[config.mk]
export PLATFORM = sky130hd
export DESIGN_NAME = feed_step_seq
export DESIGN_NICKNAME = d
export VERILOG_FILES = /design/src/rtl/feed_seq_pkg.sv /design/src/rtl/step_timer.sv /design/src/rtl/coil_sequencer.sv /design/src/rtl/phase_watchdog.sv /design/src/rtl/feed_step_seq.sv
export SDC_FILE = /design/constraint.sdc
export NUM_CORES = 1
export LEC_CHECK = 0
export ABC_AREA = 0
export BUFFER_PORTS_ARGS = -buffer_cell sky130_fd_sc_hd__buf_2
export CORE_ASPECT_RATIO = 0.5
export CORE_MARGIN = 2
export CORE_UTILIZATION = 30
export CTS_CLUSTER_SIZE = 8
export DETAILED_ROUTE_END_ITERATION = 8
export PLACE_DENSITY = 0.56
export REMOVE_ABC_BUFFERS = 1
export SLEW_MARGIN = 20
export SYNTH_ARGS = -nofsm -noshare
export SYNTH_HDL_FRONTEND = slang
export SYNTH_HIERARCHICAL = 1
export SYNTH_SLANG_ARGS = --single-unit
[constraint.sdc]
create_clock -name clk -period 4.2 [get_ports clk]
set_input_delay 0.42 -clock clk [delete_from_list [all_inputs] [get_ports clk]]
set_output_delay 0.42 -clock clk [all_outputs]
set_load 0.05 [all_outputs]
[src/rtl/feed_seq_pkg.sv]
package feed_seq_pkg;

  typedef enum logic [1:0] {
    MODE_MICRO = 2'd0,
    MODE_MID   = 2'd1,
    MODE_NORM  = 2'd2
  } feed_mode_e;

  // Speed class from length (half-steps) and tractor flag; boundaries go low.
  function automatic feed_mode_e pick_mode(input int unsigned len, input logic tractor,
                                           input int unsigned micro_max,
                                           input int unsigned mid_max);
    if (!tractor && len <= micro_max) return MODE_MICRO;
    if (tractor || len <= mid_max)    return MODE_MID;
    return MODE_NORM;
  endfunction

  // Half-step drive: even positions one coil, odd positions that coil plus the next.
  function automatic logic [3:0] coil_drive(input logic [2:0] pos);
    logic [3:0] lo;
    lo = 4'b0001 << pos[2:1];
    return pos[0] ? (lo | {lo[2:0], lo[3]}) : lo;
  endfunction

  // Holding: lower coil of the current position only.
  function automatic logic [3:0] coil_hold(input logic [2:0] pos);
    return 4'b0001 << pos[2:1];
  endfunction

  function automatic int unsigned step_div(input int unsigned clk_hz, input int unsigned pps);
    return clk_hz / pps;
  endfunction

endpackage

[src/rtl/step_timer.sv]
module step_timer #(
  parameter int unsigned CW = 18
) (
  input  logic          clk,
  input  logic          rst_n,
  input  logic          run,
  input  logic [CW-1:0] period,
  output logic          tick
);
  logic [CW-1:0] cnt;

  assign tick = run && (cnt == period - 1'b1);

  always_ff @(posedge clk) begin
    if (!rst_n)            cnt <= '0;
    else if (!run || tick) cnt <= '0;
    else                   cnt <= cnt + 1'b1;
  end
endmodule

[src/rtl/coil_sequencer.sv]
module coil_sequencer
  import feed_seq_pkg::*;
(
  input  logic       clk,
  input  logic       rst_n,
  input  logic       step,
  input  logic       dir_rev,
  input  logic       drive,
  output logic [3:0] coil,
  output logic [2:0] pos
);
  always_ff @(posedge clk) begin
    if (!rst_n)    pos <= 3'd0;
    else if (step) pos <= dir_rev ? pos - 3'd1 : pos + 3'd1;
  end

  always_comb coil = drive ? coil_drive(pos) : coil_hold(pos);
endmodule

[src/rtl/phase_watchdog.sv]
module phase_watchdog #(
  parameter int unsigned WD_STEPS = 16
) (
  input  logic clk,
  input  logic rst_n,
  input  logic active,
  input  logic step,
  input  logic coil_a,
  output logic trip
);
  localparam int unsigned WW = $clog2(WD_STEPS + 1);

  logic [WW-1:0] quiet;
  logic          a_q;
  logic          a_edge;

  assign a_edge = coil_a ^ a_q;

  always_ff @(posedge clk) begin
    if (!rst_n) begin
      quiet <= '0;
      a_q   <= 1'b1;
      trip  <= 1'b0;
    end else begin
      a_q <= coil_a;
      if (!active || a_edge) begin
        quiet <= '0;
      end else if (step) begin
        if (quiet == WW'(WD_STEPS - 1)) begin
          trip  <= 1'b1;
          quiet <= '0;
        end else begin
          quiet <= quiet + 1'b1;
        end
      end
    end
  end
endmodule

[src/rtl/feed_step_seq.sv]
module feed_step_seq
  import feed_seq_pkg::*;
#(
  parameter int unsigned CLK_HZ    = 200_000_000,
  parameter int unsigned NORM_PPS  = 4274,
  parameter int unsigned MID_PPS   = 2610,
  parameter int unsigned MICRO_PPS = 1000,
  parameter int unsigned LEN_W     = 8,
  parameter int unsigned MICRO_MAX = 20,
  parameter int unsigned MID_MAX   = 60,
  parameter int unsigned WD_STEPS  = 16
) (
  input  logic             clk,
  input  logic             rst_n,
  input  logic             feed_req,
  input  logic [LEN_W-1:0] feed_len,
  input  logic             tractor,
  input  logic             dir_rev,
  output logic [3:0]       coil,
  output logic             busy,
  output logic             done,
  output logic [1:0]       mode,
  output logic             reset_req
);
  localparam int unsigned NORM_DIV  = step_div(CLK_HZ, NORM_PPS);
  localparam int unsigned MID_DIV   = step_div(CLK_HZ, MID_PPS);
  localparam int unsigned MICRO_DIV = step_div(CLK_HZ, MICRO_PPS);
  localparam int unsigned DIV_HI    = (NORM_DIV > MID_DIV) ? NORM_DIV : MID_DIV;
  localparam int unsigned DIV_MAX   = (DIV_HI > MICRO_DIV) ? DIV_HI : MICRO_DIV;
  localparam int unsigned CW        = $clog2(DIV_MAX + 1);

  feed_mode_e       sel_mode;
  feed_mode_e       mode_q;
  logic [LEN_W-1:0] remain;
  logic [CW-1:0]    period;
  logic             accept;
  logic             step;
  logic             last_step;
  logic [2:0]       pos;

  assign sel_mode  = pick_mode(32'(feed_len), tractor, MICRO_MAX, MID_MAX);
  assign accept    = feed_req && !busy && (feed_len != '0);
  assign last_step = step && (remain == LEN_W'(1));
  assign mode      = mode_q;

  always_comb begin
    case (mode_q)
      MODE_NORM: period = CW'(NORM_DIV);
      MODE_MID:  period = CW'(MID_DIV);
      default:   period = CW'(MICRO_DIV);
    endcase
  end

  always_ff @(posedge clk) begin
    if (!rst_n) begin
      busy   <= 1'b0;
      done   <= 1'b0;
      remain <= '0;
      mode_q <= MODE_MICRO;
    end else begin
      done <= last_step;
      if (accept) begin
        busy   <= 1'b1;
        remain <= feed_len;
        mode_q <= sel_mode;
      end else if (step) begin
        remain <= remain - 1'b1;
        if (last_step) busy <= 1'b0;
      end
    end
  end

  step_timer #(.CW(CW)) u_timer (
    .clk(clk), .rst_n(rst_n), .run(busy), .period(period), .tick(step)
  );

  coil_sequencer u_seq (
    .clk(clk), .rst_n(rst_n), .step(step), .dir_rev(dir_rev),
    .drive(busy), .coil(coil), .pos(pos)
  );

  phase_watchdog #(.WD_STEPS(WD_STEPS)) u_wd (
    .clk(clk), .rst_n(rst_n), .active(busy), .step(step),
    .coil_a(coil[0]), .trip(reset_req)
  );
endmodule

==> impl_metrics.csv, run 1 <==
group,metric,value,unit
timing,skew,3.99,ps
drt,drc_errors,0,
timing,slew_viol_final,0,
synth,ys_top_cells_by_count,"dfxtp_1 (40), nand2_1 (29), xnor2_1 (24), xor2_1 (24), nor3_1 (21)",
worst_setup_path,worstPathRequired,4340,ps
timing,worstMarginPinSlew,758,ps
worst_setup_path,critPathLaunchType,"flop",
worst_setup_path,worstPathCellList,"inv_1 > ha_1 > buf_4 > nor3_1 > o211ai_1 > a211oi_1 > nand3_1 > a2111oi_0 > o2111a_1 > or4b_4 > nor3_2 > xnor2_1 > a21oi_2",
power_and_ir_drop,power_density,285,nW/um^2
synth,synth-async-reset-ratio,0,%
drt,wl_per_cell,12.4,um
worst_setup_path,r2r_start,"mode[0]",
worst_setup_path,crit_path_max_incr_delay,630,ps
synth,yosysTopAreaCell,"dfxtp_1",
timing,fmax,279,MHz
worst_hold_path,min-delay-path-class,"in -> reg",
job,drv_cap,0,
placed_design,portBuffers,21,
clocking,post-cts-setup-buffer-count,0,
final_layout,fin_util,36.0,%
timing,finalSetupViolCount,0,
floorplanning,initial_core_util,31.1,%
synth,ys_seq_elements,40,
floorplanning,boundaryPins,22,
worst_hold_path,whs_endpoint,"remain[0]",
worst_setup_path,path_class,"reg -> reg",
clocking,cts_hold_buf,0,
worst_setup_path,crit_fanout,23,
worst_setup_path,crit_buf_inv,2,
worst_setup_path,crit_path_end_kind,"flop",
worst_setup_path,path_depth,13,
timing,layout_min_cycle_time,3590,ps
worst_setup_path,cp_slowest_cell,"a2111oi_0",
floorplanning,chipWidth,139,um
placed_design,globalplace.congestion,0.784,
global_route,antenna_found_initial,0,
clocking,cts_resized,0,
synth,synthTopCellsByArea,"dfxtp_1 (29%), xnor2_1 (7.7%), xor2_1 (7.7%)",
clocking,clock_path_buffers,2,
worst_setup_path,reg2reg_depth,13,
clocking,clk_pin_slew_worst_paths,60,ps
synth,synth_top_area_share,29.2,%
clocking,cts_buffers,5,
drt,viasPerCell,4.84,
power_and_ir_drop,ir_drop,0.189,mV
synth,yosysSeqAreaShare,29.2,%
status,outcome,"finished clean",
global_route,gr-usage-all-layers,12.7,%
power_and_ir_drop,leakage,1.23,nW
placed_design,place_hpwl,4.48,mm
synth,ys_types,67,
final_layout,area_growth,15.5,%
synth,synth_most_common_cell,"dfxtp_1",
worst_setup_path,worstReg2RegEnd,"remain[5]",
synth,yosysWarnings,6,
floorplanning,die_area,9960,um^2
clocking,cts_root_buf,"clkbuf_16",
floorplanning,die_h,71.6,um
drt,initialDrtViolationCount,87,
worst_hold_path,hold_depth,2,
drt,via_count,2321,
synth,synth_enable_flop_cells,0,
worst_setup_path,path_delay_family,"compound AO/OA/AOI/OAI gates",
floorplanning,fp.coreArea,8800,um^2
final_layout,nets,390,
timing,rsz0062_at_grt,"false",
clocking,clock-sinks,40,
power_and_ir_drop,finalPower,0.901,mW
timing,hold_viol_final,0,
drt,routed_wirelength,5.95,mm
global_route,overflow,0,
global_route,grt_max_degree,24,
worst_hold_path,hold_start,"feed_len[0]",
worst_setup_path,arrival,3720,ps
final_layout,num_antenna_cells,0,
clocking,clkLatencyLatePin,280,ps
final_layout,drive_gt1_share,13.5,%
worst_setup_path,ff2ff_setup_slack,610,ps
synth,synthesis.area,2740,um^2
timing,timing.final.crit_share,85.4,%
drt,first_pass_iters,4,
synth,syn_avg_cell_area,8.43,um^2
timing,max_slew_margin,49.4,%
clocking,htree_levels,2,
synth,ys.flop_type,"dfxtp_1",
drt,ant_nets,0,
global_route,grt_pass1_wl,10.5,mm
floorplanning,rows,24,
synth,synthCells,325,
global_route,grt_pass1_vias,2179,
clocking,cts_tree,"done",
[registers in the layout (all words and copies together) (netlist names)]
name / count
mode: 2
u_seq/pos: 3
busy: 1
remain: 8
u_wd/a_q: 1
u_wd/quiet: 5
done: 1
u_timer/cnt: 18
u_wd/trip: 1
[cell families after synthesis]
group / synth area share, %
simple gates: 28.8
compound gates: 12.4
xor+xnor: 15.3
flops: 29.2
buf+inv: 4.43
fa+ha+maj: 6.67
mux: 2.79
other cells: 0.274
[layer usage]
| layer | share of wire [%] | vias up | GRT usage, % | routed length [um] |
|---|---|---|---|---|
| li1 | - | 1208 | - | - |
| met1 | 52 | 1083 | 17.4 | 3110 |
| met2 | 44 | 28 | 21.2 | 2640 |
| met3 | 2.7 | 2 | 1.80 | 161 |
| met4 | 0.67 | 0 | 3.37 | 40 |
| met5 | 0 | - | 0 | 0 |
[through the flow]
| stage | instances | area [um^2] | hold WS [ps] | TNS [ps] | setup slack [ps] |
|---|---|---|---|---|---|
| 2_1_floorplan | 332 | 2750 | 442 | -52.3 | -38.9 |
| 4_1_cts | 480 | 3160 | 417 | 0 | 615 |
| 5_1_grt | 480 | 3160 | 431 | 0 | 231 |
| 3_3_place_gp | 473 | 3030 | 454 | 0 | 727 |
| 6_report | 480 | 3160 | 418 | 0 | 614 |
| 3_5_place_dp | 473 | 3030 | 469 | 0 | 634 |
[worst reg2reg max path, stage by stage, from the launching register on]
cell and delay (ps):
dfxtp_1 390, inv_1 80, ha_1 210, buf_4 210
nor3_1 250, o211ai_1 110, a211oi_1 250, nand3_1 100
a2111oi_0 630, o2111a_1 350, or4b_4 510, nor3_2 140
xnor2_1 150, a21oi_2 70
[power breakdown]
group / switching [mW] / total (mW) / internal, mW
logic: 0.0819 / 0.136 / 0.0544
registers: 0.0130 / 0.402 / 0.389
clock network: 0.147 / 0.363 / 0.215
total: 0.242 / 0.901 / 0.659
[worst max path at each step]
stage	start	endpoint	slack [ps]
5_1_grt	mode[0]	remain[6]	230
4_1_cts	mode[0]	remain[5]	620
3_3_place_gp	mode[0]	remain[5]	730
2_1_floorplan	mode[1]	remain[5]	-40
3_5_place_dp	mode[0]	remain[5]	630
6_report	mode[0]	remain[5]	610
[layout make-up]
type                    instances  area, um^2
well taps                     117         146
repair buffers                 24         128
multi-input cells             274        1880
clock buffers                   5         125
fillers                       944        5630
inverters                      18        67.6
flip-flops and latches         40         801
clock inverters                 2        12.5
[cells in the final DEF, fill, tap and decap left out, types with 5 or more instances in the layout]
| cell | count |
|---|---|
| mux2i_1 | 5 |
| a21oi_1 | 11 |
| inv_1 | 18 |
| ha_1 | 13 |
| nand3_1 | 11 |
| xor2_1 | 24 |
| xnor2_1 | 24 |
| nand2_1 | 29 |
| nor4_1 | 8 |
| dfxtp_1 | 40 |
| clkbuf_16 | 5 |
| nand4_1 | 8 |
| nor3_1 | 21 |
| nor2b_1 | 5 |
| buf_2 | 21 |
| o21ai_0 | 5 |
| nor2_1 | 17 |
| conb_1 | 20 |
Note: power is estimated with default switching activity, not from simulation.
==> run 2: changes to the inputs <==
- BUFFER_PORTS_ARGS: -buffer_cell sky130_fd_sc_hd__buf_2 -> not set
- DONT_BUFFER_PORTS: not set -> 1
- PLACE_DENSITY: 0.56 -> 0.54
- REMOVE_ABC_BUFFERS: 1 -> not set
==> run 2 against run 1 <==
Global-route usage down 0.49 points. Sequential power about the same. Count of clock-buffer cells in the layout rose by 1. Largest cell class unchanged. Largest power group unchanged. Combinational power decreased by 9.6%. Die area unchanged. Clock power shrank 2%. Via count decreased by 6.4%. Critical path type unchanged. Fmax rose by 0.42%. Sequential share of layout area is 0.69 points higher.
==> impl_metrics.csv, run 2 (synthesis gave the netlist of run 1 again) <==
group,metric,value,unit
drt,via_count,2172,
worst_setup_path,path_class,"reg -> reg",
timing,fmax,280,MHz
timing,finalSetupViolCount,0,
worst_setup_path,crit_buf_inv,1,
clocking,post-cts-setup-buffer-count,0,
worst_setup_path,r2r_start,"mode[0]",
drt,routed_wirelength,5.73,mm
worst_hold_path,hold_depth,1,
timing,fin_ws,629,ps
timing,timing.final.crit_share,85.0,%
global_route,grt_max_degree,24,
worst_setup_path,ff2ff_setup_slack,630,ps
power_and_ir_drop,p_seq_share,45.8,%
worst_setup_path,arrival,3710,ps
floorplanning,boundaryPins,22,
clocking,cts_hold_buf,0,
floorplanning,rows,24,
power_and_ir_drop,power.internal,0.655,mW
placed_design,place_hpwl,4.31,mm
power_and_ir_drop,leakage,1.15,nW
worst_setup_path,worstReg2RegEnd,"remain[5]",
timing,skew,5.11,ps
timing,slew_viol_final,0,
drt,wl_per_cell,12.4,um
global_route,grt_pass1_wl,10.0,mm
final_layout,layout_commonest_cell,"dfxtp_1",
drt,ant_nets,0,
status,outcome,"finished clean",
clocking,clock_path_buffers,2,
worst_setup_path,crit_fanout,12,
final_layout,largest_reg_flops,18,
global_route,gr-usage-all-layers,12.2,%
floorplanning,fp.coreArea,8800,um^2
power_and_ir_drop,power.switching,0.227,mW
clocking,clk_pin_slew_worst_paths,50,ps
worst_setup_path,cp_slowest_cell,"a2111oi_0",
placed_design,dp_slack,558,ps
global_route,grt_pass1_vias,2044,
clocking,cts_resized,0,
worst_setup_path,crit_path_max_incr_delay,660,ps
timing,max_slew_margin,41.7,%
worst_setup_path,path_delay_family,"compound AO/OA/AOI/OAI gates",
floorplanning,chipWidth,139,um
final_layout,reg_top3,"u_timer/cnt x18, remain x8, u_wd/quiet x5",
power_and_ir_drop,finalPower,0.883,mW
clocking,cts_tree,"done",
placed_design,portBuffers,0,
final_layout,ff_latch_area,801,um^2
final_layout,multiInputGateArea,1890,um^2
power_and_ir_drop,swShare,25.8,%
global_route,antenna_found_initial,0,
floorplanning,die_h,71.6,um
worst_hold_path,min-delay-path-class,"in -> reg",
power_and_ir_drop,combPwrFrac,13.9,%
worst_setup_path,worstPathCellList,"buf_4 > ha_1 > and2b_1 > o31a_1 > o21ai_0 > nand3_1 > a2111oi_0 > o2111a_1 > or4b_4 > nor3_2 > xnor2_1 > a21oi_2",
placed_design,globalplace.congestion,0.717,
job,drv_cap,0,
global_route,overflow,0,
clocking,cts_root_buf,"clkbuf_16",
final_layout,num_antenna_cells,0,
final_layout,layout_common_cells,"dfxtp_1 (40), nand2_1 (29), xnor2_1 (24), xor2_1 (24), nor3_1 (21)",
worst_setup_path,crit_path_end_kind,"flop",
power_and_ir_drop,pwr-share-clk,40.3,%
drt,first_pass_iters,4,
final_layout,n_fill_cell,921,
power_and_ir_drop,ir_drop,0.124,mV
clocking,cts_buffers,5,
timing,rsz0062_at_grt,"false",
timing,layout_min_cycle_time,3570,ps
worst_hold_path,hold_start,"rst_n",
final_layout,area_growth,12.5,%
final_layout,drive_gt1_share,8.99,%
drt,initialDrtViolationCount,98,
floorplanning,die_area,9960,um^2
power_and_ir_drop,power_density,287,nW/um^2
worst_setup_path,critPathLaunchType,"flop",
drt,drc_errors,0,
worst_setup_path,worstPathRequired,4340,ps
timing,fin_setup_tns,0,ps
clocking,htree_levels,2,
clocking,clock-sinks,40,
timing,hold_viol_final,0,
worst_setup_path,reg2reg_depth,12,
worst_hold_path,whs_endpoint,"u_wd/a_q",
final_layout,nets,372,
floorplanning,initial_core_util,31.1,%
clocking,clkLatencyLatePin,280,ps
drt,viasPerCell,4.70,
timing,worstMarginPinSlew,874,ps
final_layout,top_register,"u_timer/cnt",
run 2: cell count changes in the layout (fill, tap and decap cells not counted), sizes merged:
| cell | delta |
|---|---|
| buf | -18 |
| clkbuf | +1 |
| clkinvlp | -1 |
run 2: layout make-up:
| cell class | count | area share (%) |
|---|---|---|
| Tap cell | 117 | 4.75 |
| Inverter | 18 | 2.19 |
| Sequential cell | 40 | 26.0 |
| Multi-Input combinational cell | 274 | 61.3 |
| Timing Repair Buffer | 6 | 1.46 |
| Clock buffer | 6 | 4.18 |
| Clock inverter | 1 | 0.162 |
run 2: metal layers:
layer	global-route usage (%)	routed length, um
met2	19.3	2450
met4	2.69	34
met1	17.3	3090
met3	2.61	152
met5	0	0
run 2: power by group through the flow:
stage / logic (mW) / clock network (mW) / registers [mW]
after CTS: 0.123 / 0.367 / 0.405
after detailed placement: 0.123 / 0 / 0.413
after floorplan: 0.0983 / 0 / 0.414
after global placement: 0.124 / 0 / 0.412
final: 0.123 / 0.355 / 0.404
after global routing: 0.139 / 0.381 / 0.406
run 2: worst max path at each step:
stage | from | end | slack [ps] | cells after the start
final | mode[0] | remain[5] | 630 | 12
after global routing | mode[0] | remain[6] | 150 | 13
after CTS | mode[0] | remain[6] | 550 | 13
after detailed placement | mode[0] | remain[5] | 560 | 12
after global placement | mode[0] | remain[5] | 600 | 12
after floorplan | mode[1] | remain[5] | 130 | 13
run 2: per-stage QoR:
stage / cell area, um^2 / std cells / hold slack [ps] / util [%]
3_5_place_dp: 2950 / 455 / 464 / 33.5
6_report: 3080 / 462 / 221 / 35.0
4_1_cts: 3080 / 462 / 213 / 35.0
3_3_place_gp: 2950 / 455 / 471 / 33.5
2_1_floorplan: 2810 / 343 / 442 / -
5_1_grt: 3080 / 462 / 216 / 35.0
run 2: worst reg2reg max path: cells and delay by family (launching register included):
kind                       cells  cell delay, ps
AOI/OAI and AO/OA              5            1380
and+or+nand+nor                4             990
adders and majority gates      1             390
DFF                            1             320
buffers and inverters          1             210
xor gates and xnor gates       1             150
==> run 3: changes to the inputs <==
- CELL_PAD_IN_SITES_DETAIL_PLACEMENT: not set -> 0
- CELL_PAD_IN_SITES_GLOBAL_PLACEMENT: not set -> 2
- PLACE_DENSITY: 0.54 -> 0.74
- clock period: 4.2 -> 3.3 ns (I/O delays scaled with it)
==> run 3 against run 2 <==
Worst hold slack worse by 97 ps. Non-clock buffer count grew 5. Combinational power increased by 50%. Via count grew 4.0%. Largest cell class unchanged. Critical endpoint unchanged. Count of clock-buffer cells in the layout rose by 1. First-iteration DRC count grew 11%. Fmax increased by 14%. Setup slack worse by 450 ps. Sequential share of layout area decreased by 1.4 points. Highest routed layer unchanged.
==> impl_metrics.csv, run 3 (synthesis gave the netlist of run 1 again) <==
group,metric,value,unit
status,outcome,"finished clean",
power_and_ir_drop,p_seq_share,39.4,%
timing,max_slew_margin,48.9,%
floorplanning,boundaryPins,22,
worst_setup_path,crit_fanout,7,
power_and_ir_drop,power.switching,0.318,mW
global_route,gr-usage-all-layers,13.0,%
global_route,grt_max_degree,21,
global_route,grt_pass1_wl,10.5,mm
clocking,cts_buffers,5,
worst_setup_path,ff2ff_setup_slack,180,ps
global_route,overflow,0,
timing,finalSetupViolCount,0,
drt,viasPerCell,4.83,
drt,wl_per_cell,13.2,um
worst_setup_path,critPathLaunchType,"flop",
clocking,clock-sinks,40,
clocking,cts_root_buf,"clkbuf_16",
timing,hold_viol_final,0,
final_layout,num_antenna_cells,0,
power_and_ir_drop,leakage,1.22,nW
worst_setup_path,worstPathRequired,3450,ps
worst_setup_path,reg2reg_depth,14,
final_layout,fin_cells,468,
global_route,antenna_found_initial,0,
drt,via_count,2259,
final_layout,top_register,"u_timer/cnt",
worst_setup_path,crit_path_end_kind,"flop",
clocking,clock_path_buffers,2,
power_and_ir_drop,power_density,393,nW/um^2
timing,fmax,320,MHz
drt,initialDrtViolationCount,109,
final_layout,reg_top3,"u_timer/cnt x18, remain x8, u_wd/quiet x5",
final_layout,drive_gt1_share,15.1,%
global_route,grt_pass1_vias,2154,
timing,worstMarginPinSlew,767,ps
final_layout,layout_common_cells,"dfxtp_1 (38), nand2_1 (29), xor2_1 (24)",
timing,layout_min_cycle_time,3120,ps
power_and_ir_drop,swShare,24.6,%
worst_setup_path,worstReg2RegEnd,"remain[5]",
floorplanning,rows,24,
final_layout,largest_reg_flops,18,
job,drv_cap,0,
clocking,clk_pin_slew_worst_paths,70,ps
clocking,clkLatencyLatePin,290,ps
clocking,htree_levels,2,
timing,skew,11.5,ps
timing,fin_setup_tns,0,ps
power_and_ir_drop,pwr-share-clk,46.4,%
final_layout,fin_util,37.4,%
drt,ant_nets,0,
timing,timing.final.crit_share,94.7,%
worst_hold_path,hold_depth,1,
power_and_ir_drop,combPwrFrac,14.2,%
floorplanning,die_h,71.6,um
power_and_ir_drop,power.internal,0.975,mW
worst_setup_path,r2r_start,"mode[0]",
power_and_ir_drop,ir_drop,0.193,mV
worst_setup_path,path_class,"reg -> reg",
final_layout,area_growth,20.1,%
floorplanning,chipWidth,139,um
final_layout,nets,377,
worst_setup_path,arrival,3280,ps
floorplanning,die_area,9960,um^2
timing,whs,124,ps
clocking,cts_tree,"done",
floorplanning,initial_core_util,31.1,%
drt,routed_wirelength,6.17,mm
worst_hold_path,whs_endpoint,"u_wd/a_q",
timing,slew_viol_final,0,
placed_design,portBuffers,0,
power_and_ir_drop,finalPower,1.29,mW
floorplanning,fp.coreArea,8800,um^2
drt,drc_errors,0,
placed_design,globalplace.congestion,0.752,
placed_design,place_hpwl,4.74,mm
worst_hold_path,min-delay-path-class,"in -> reg",
worst_hold_path,hold_start,"rst_n",
drt,first_pass_iters,4,
final_layout,layout_commonest_cell,"dfxtp_1",
placed_design,dp_cells,459,
[run 3: cell count changes in the layout (fill, tap and decap cells not counted), moves of 3 or more]
cell,before,now
buf_4,6,10
xnor2_1,24,21
ha_4,0,3
xnor2_2,0,3
[run 3: worst max-delay path: stages, from the launching register on]
cell and delay, ps:
dfxtp_4 350, inv_4 40, ha_4 160, inv_2 60, ha_4 150, and2b_2 160, a31oi_1 110, a211oi_2 280
nand3_2 140, a2111oi_4 320, o2111a_2 280, or4b_4 510, nor3_4 210, xnor2_2 140, a21oi_2 70
[run 3: power by group through the flow]
stage / Sequential, mW / Clock (mW) / Combinational, mW
after floorplan: 0.527 / 0 / 0.127
after global placement: 0.519 / 0 / 0.168
after detailed placement: 0.519 / 0 / 0.167
after CTS: 0.509 / 0.620 / 0.168
after global routing: 0.512 / 0.645 / 0.206
final: 0.509 / 0.600 / 0.184
[run 3: worst max path at each step]
stage / cells after the start / to / startpoint / slack (ps)
after CTS: 14 / remain[5] / mode[0] / 90
after global placement: 14 / remain[7] / mode[0] / 180
after global routing: 14 / remain[5] / mode[0] / -50
after detailed placement: 14 / remain[5] / mode[0] / 110
after floorplan: 14 / remain[5] / mode[0] / 40
final: 14 / remain[5] / mode[0] / 180
[run 3: final cells by class]
| class | count | area, um^2 |
|---|---|---|
| inverters | 18 | 70.1 |
| well taps | 117 | 146 |
| repair buffers | 11 | 86.3 |
| multi-input cells | 274 | 2000 |
| clock buffers | 7 | 154 |
| clock inverters | 1 | 30.0 |
| fillers | 897 | 5510 |
| flip-flops and latches | 40 | 808 |
[run 3: per-layer routing]
| metal | track usage (%) | wire length [um] | part of all wire, % |
|---|---|---|---|
| met2 | 22.6 | 2870 | 47 |
| met5 | 0 | 0 | 0 |
| met4 | 3.03 | 38 | 0.62 |
| met1 | 16.4 | 3100 | 50 |
| met3 | 3.34 | 166 | 2.7 |
[run 3: per-stage QoR]
step | worst slack (ps) | instance area (um^2)
after detailed placement | 106 | 3000
after global placement | 182 | 3000
after global routing | -48.2 | 3290
after floorplan | 36.0 | 2830
after CTS | 91.8 | 3190
final | 176 | 3290
[run 3: repair_timing]
action,CTS,global route
setup endpoints to repair,0,7
resized for setup,0,19
buffers inserted,0,1
hold buffers,0,0
